### config.mk
export PLATFORM = sky130hd
export DESIGN_NAME = hz_bypass_ctrl
export DESIGN_NICKNAME = d
export VERILOG_FILES = /design/src/rtl/hz_pkg.sv /design/src/rtl/hz_fwd_select.sv /design/src/rtl/hz_ldu_detect.sv /design/src/rtl/hz_bypass_ctrl.sv
export SDC_FILE = /design/constraint.sdc
export NUM_CORES = 1
export LEC_CHECK = 0
export ABC_AREA = 1
export BUFFER_PORTS_ARGS = -buffer_cell sky130_fd_sc_hd__buf_2
export CORE_MARGIN = 8
export CORE_UTILIZATION = 30
export DETAILED_ROUTE_END_ITERATION = 8
export GPL_TIMING_DRIVEN = 0
export SYNTH_ARGS = -nofsm -noshare
export SYNTH_HDL_FRONTEND = slang
export SYNTH_SLANG_ARGS = --single-unit
### constraint.sdc
create_clock -name vclk -period 0.85
set_input_delay 0.085 -clock vclk [all_inputs]
set_output_delay 0.085 -clock vclk [all_outputs]
set_load 0.005 [all_outputs]
### src/rtl/hz_pkg.sv
package hz_pkg;
  typedef enum logic [1:0] {
    FWD_RF    = 2'b00,
    FWD_MEMWB = 2'b01,
    FWD_EXMEM = 2'b10
  } fwd_sel_e;
endpackage

### src/rtl/hz_fwd_select.sv
module hz_fwd_select
  import hz_pkg::*;
#(
  parameter int REG_W = 5
) (
  input  logic [REG_W-1:0] src,
  input  logic [REG_W-1:0] em_rd,
  input  logic             em_we,
  input  logic [REG_W-1:0] mw_rd,
  input  logic             mw_we,
  output fwd_sel_e         sel
);
  logic em_hit;
  logic mw_hit;

  // register 0 is hard-wired and never a dependence
  assign em_hit = em_we && (em_rd != '0) && (em_rd == src);
  assign mw_hit = mw_we && (mw_rd != '0) && (mw_rd == src);

  // younger result (EX/MEM) checked first
  always_comb begin
    sel = FWD_RF;
    if (em_hit)      sel = FWD_EXMEM;
    else if (mw_hit) sel = FWD_MEMWB;
  end
endmodule

### src/rtl/hz_ldu_detect.sv
module hz_ldu_detect #(
  parameter int REG_W = 5
) (
  input  logic [REG_W-1:0] ex_rd,
  input  logic             ex_we,
  input  logic             ex_ld,
  input  logic [REG_W-1:0] dec_rs1,
  input  logic [REG_W-1:0] dec_rs2,
  output logic             hazard
);
  logic producer_ok;
  logic use_hit;

  assign producer_ok = ex_ld && ex_we && (ex_rd != '0);
  assign use_hit     = (ex_rd == dec_rs1) || (ex_rd == dec_rs2);
  assign hazard      = producer_ok && use_hit;
endmodule

### src/rtl/hz_bypass_ctrl.sv
module hz_bypass_ctrl
  import hz_pkg::*;
#(
  parameter int REG_W = 5
) (
  input  logic             clk,
  input  logic             rst,
  input  logic [REG_W-1:0] idex_rs1,
  input  logic [REG_W-1:0] idex_rs2,
  input  logic [REG_W-1:0] idex_rd,
  input  logic             idex_we,
  input  logic             idex_load,
  input  logic [REG_W-1:0] exmem_rd,
  input  logic             exmem_we,
  input  logic [REG_W-1:0] memwb_rd,
  input  logic             memwb_we,
  input  logic [REG_W-1:0] ifid_rs1,
  input  logic [REG_W-1:0] ifid_rs2,
  output logic [1:0]       fwd_a,
  output logic [1:0]       fwd_b,
  output logic             stall,
  output logic             bubble
);
  localparam int NSRC = 2;

  logic [REG_W-1:0] srcs [NSRC];
  fwd_sel_e         sels [NSRC];
  logic             ldu;

  assign srcs[0] = idex_rs1;
  assign srcs[1] = idex_rs2;

  generate
    for (genvar g = 0; g < NSRC; g++) begin : g_operand
      hz_fwd_select #(.REG_W(REG_W)) u_sel (
        .src   (srcs[g]),
        .em_rd (exmem_rd),
        .em_we (exmem_we),
        .mw_rd (memwb_rd),
        .mw_we (memwb_we),
        .sel   (sels[g])
      );
    end
  endgenerate

  hz_ldu_detect #(.REG_W(REG_W)) u_ldu (
    .ex_rd   (idex_rd),
    .ex_we   (idex_we),
    .ex_ld   (idex_load),
    .dec_rs1 (ifid_rs1),
    .dec_rs2 (ifid_rs2),
    .hazard  (ldu)
  );

  assign fwd_a  = 2'(sels[0]);
  assign fwd_b  = 2'(sels[1]);
  assign stall  = ldu;
  assign bubble = ldu;

  AST_EXMEM_WINS: assert property (@(posedge clk) disable iff (rst)
    (exmem_we && exmem_rd != '0 && exmem_rd == idex_rs1) |-> fwd_a == 2'b10);
  AST_MEMWB_ONLY: assert property (@(posedge clk) disable iff (rst)
    (memwb_we && memwb_rd != '0 && memwb_rd == idex_rs2 &&
     !(exmem_we && exmem_rd == idex_rs2)) |-> fwd_b == 2'b01);
  AST_ZERO_REG: assert property (@(posedge clk) disable iff (rst)
    (idex_rs1 == '0) |-> fwd_a == 2'b00);
  AST_WE_LOW: assert property (@(posedge clk) disable iff (rst)
    (!exmem_we && !memwb_we) |-> (fwd_a == 2'b00 && fwd_b == 2'b00));
  AST_STALL_LOAD: assert property (@(posedge clk) disable iff (rst)
    stall |-> (idex_load && idex_we && idex_rd != '0));
  AST_ONE_BUBBLE: assert property (@(posedge clk) disable iff (rst)
    stall |=> !stall);
endmodule

; Word level (Yosys, flattened, before mapping)
; Cells that the tools add are included.
[op_classes]
addsub = 0
mul = 0
div_mod_pow = 0
order_cmp = 0
n_eq_ne = 6
n_shift = 0
mux = 4
bitwise_logic = 0
n_reduce_logical = 13
[op_table]
columns = cell, n
row1 = $eq A5 B5 Y1, 6
row2 = $reduce_bool A5 Y1, 3
row3 = $logic_and A1 B1 Y1, 9
row4 = $mux W2, 2
row5 = $mux W1, 2
row6 = $logic_or A1 B1 Y1, 1
[word_totals]
ff_bits = 0
latchBits = 0
ram_bits = 0
mem_bits_ro = 0
inputBits = 41
memories = 0

; Logic depth before layout (Yosys ltp)
[logic_depth]
word_depth = 5
depth_mapped = 7
depth_no_buf = 7

; Modules after synthesis
; From an unflattened synthesis, not the netlist that was laid out.
[unflattened]
cells_unflattened = 148
area_unflattened_um2 = 653.1
[modules_own_cells]
columns = module, n_inst, cells_per_inst, area_each_um2, seq_area_each_um2
row1 = hz_fwd_select, 2, 51, 221.5, 0.0
row2 = hz_ldu_detect, 1, 45, 202.7, 0.0
row3 = hz_bypass_ctrl, 1, 1, 7.5, 0.0

; Least setup slack after synthesis
; No wires, ideal clock.
[synth_timing]
path_kind = input to output
from = in idex_rd[4]
to = out stall
arrival_ns = 0.694
path_slack_ns = 0.071
cell_stages = 7
n_path_buf = 1
cell_sequence = inv_2 nand2_1 nand2_1 nor2_1 nand3_1 a21oi_1 buf_4
[synth_between]
elab_chain_len = 3
[synth_rtl]
columns = item, line
row1 = from (decl), hz_bypass_ctrl.sv:10  ; input logic [REG_W-1:0] idex_rd,
row2 = $eq A5 B5 Y1 / $reduce_bool A5 Y1 (equally long branches), "hz_ldu_detect.sv:15, hz_ldu_detect.sv:14"
row3 = $logic_or A1 B1 Y1 / $logic_and A1 B1 Y1 (equally long branches), "hz_ldu_detect.sv:15, hz_ldu_detect.sv:14"
row4 = $logic_and A1 B1 Y1 *, hz_ldu_detect.sv:16  ; assign hazard = producer_ok && use_hit;
row5 = to (decl), hz_bypass_ctrl.sv:21  ; output logic stall,
; Mark *: on every way between the ends. The rest lies on a longest branch, timed or not.

; Worst setup path after layout
[layout_timing]
from = in idex_rd[1]
to = out stall
; The elaborated chain is that of the path after synthesis.

==> impl_metrics.tcl <==
set metrics [dict create \
    yosys_warnings 0 \
    drv_slew 0 \
    grt.met3_usage_pct 2.151 \
    viasPerCell 4.234 \
    setup_viol 6 \
    cp-end-kind "output port" \
    fin_crit_sh_pct 111.6 \
    grt_max_degree 6 \
    die_area_sq_mm 0.003633 \
    fin_ws_ns -0.09881 \
    totalWireLength_mm 2.037 \
    synth_cell_types 14 \
    synth.cell_area_sq_um 588.1 \
    grt_setup_unrepaired "yes" \
    holdWs_ns 0.5046 \
    worstPathRequired_ns 0.76 \
    routabilityCongestion 0.7818 \
    hold_buffers 0 \
    drive_gt1_share_pct 47.75 \
    io_pins 47 \
    yosysSeqAreaShare_pct 0 \
    io_buffers 45 \
    final_area_sq_mm 0.001091 \
    first_global_vias 863 \
    syn_nets 173 \
    syn_area_per_cell_sq_um 4.455 \
    grt_use_met1_pct 13.16 \
    powerDensity_mw_per_mm2 428.3 \
    p_total_uw 467.3 \
    place.detailed.hpwl_mm 1.779 \
    max_freq_mhz 1054 \
    vias 868 \
    start_util_pct 30.92 \
    drc 0 \
    fin_crit_ns 0.9488 \
    ff_latch_area_sq_um 0 \
    wl_per_cell_um 9.937 \
    grt_overflow_total 0 \
    gr-usage-all-layers_pct 10.92 \
    worst-slew-pin-transition_ns 0.1600 \
    grt_antenna_before_repair 0 \
    drtIter0Drc 10 \
    fp.dieH_um 60.28 \
    n_antenna_cell 0 \
    final_nets 221 \
    design.core.area_sq_mm 0.001902 \
    cp.arrival_ns 0.86 \
    ir_worst_vdd_v 0.0002095 \
    busiest_layer "met2" \
    rows 16 \
    hp-class "primary input to output port" \
    grt_util_met2_pct 20.12 \
    cap_violations 0 \
    ant_nets 0 \
    startpoint_type "primary input" \
    firstDrtPassIters 3 \
    synth_cells 132 \
    violations "setup timing" \
    status "finished with violations" \
    fin_setup_tns_ns -0.4030 \
    slew_headroom_pct 89.33 \
    leakagePower_uw 0.0006490 \
    syn2layout_area_growth_pct 85.53 \
    dpl_cell_area_sq_um 847.1 \
    final_util_pct 57.37 \
    clkbuf_count 0 \
    nFlopsAndLatches 0 \
    chipWidth_um 60.28 \
    finalHoldViolCount 0 \
    crit_type "primary input to output port" \
    path_max_fanout 4 \
    whs_path_depth 4 \
    grt_pass1_wl_mm 3.305 \
]
## cells in the final DEF (no fill, tap or decap)
cell type and n:
a21oi_2 1, buf_2 17, buf_4 9, buf_6 18, buf_8 5, inv_1 10
inv_2 14, inv_4 3, nand2_1 47, nand2_2 8, nand3_1 8, nand3_2 1
nand3b_1 1, nand4_1 2, nor2_1 16, nor2_2 6, nor2_4 1, o21ai_2 1
xnor2_1 4, xnor2_2 1, xor2_1 5
## per-stage QoR
| stage | std cells | worst slack (ns) |
|---|---|---|
| finish | 205 | -0.09881 |
| detailed placement | 204 | -0.2147 |
| global route | 205 | -0.1832 |
| global placement | 204 | -0.1592 |
| floorplan | 132 | 0.07103 |
| CTS | 204 | -0.1188 |
## power by group
part	switching, uW	internal, uW	total, uW
clock	0	0	0
combinational	211	256	467
sequential	0	0	0
## area by class of cell
class	count	area (sq um)
Fill cell	197	810.8
Multi-Input combinational cell	102	518.0
Timing Repair Buffer	46	407.9
Inverter	27	108.9
Tap cell	27	33.78
Buffer	3	22.52
## worst paths after layout
kind                     end  startpoint
worst min-delay path  bubble   idex_load
worst max-delay path   stall  idex_rd[1]
## per-layer routing
layer  share of wire [%]  vias to the layer above
met1                  43                      362
li1                    -                      479
met3                 7.4                        0
met5                   0                        -
met2                  49                       27
met4                   0                        0
## cells in the mapped netlist (all sizes together)
cell type  count  area [sq um]
xnor2          5         43.79
inv           26         97.59
o21ai          1         8.760
nand3b         1         7.510
nand2         55         206.5
xor2           5         43.79
clkinv         1         3.750
buf            3         22.52
nand4          2         12.51
nor2          23         91.34
a21oi          1         5.000
nand3          9         45.04
## what timing repair did
item,in CTS,in global routing
pin swaps,17,37
resized for setup,25,43
endpoints found under the setup margin,6,6
buffers inserted,0,1
cloned,0,0
## logic make-up (layout without fill, tap and decap cells)
group                     count (synthesis)  in the layout  synth area share (%)
AOI/OAI and AO/OA                         2              2                 2.340
xor gates and xnor gates                 10             10                 14.89
buffers and inverters                    30             76                 21.06
and+or+nand+nor                          90             90                 61.70
## worst max-delay path, cell delays in order
cell and delay, ns:
buf_8 0.11, nand2_2 0.06, nand2_2 0.06, nor2_2 0.10
nand3_1 0.09, a21oi_2 0.16, buf_4 0.12, buf_6 0.08
Power figures use the tool's default switching activity.
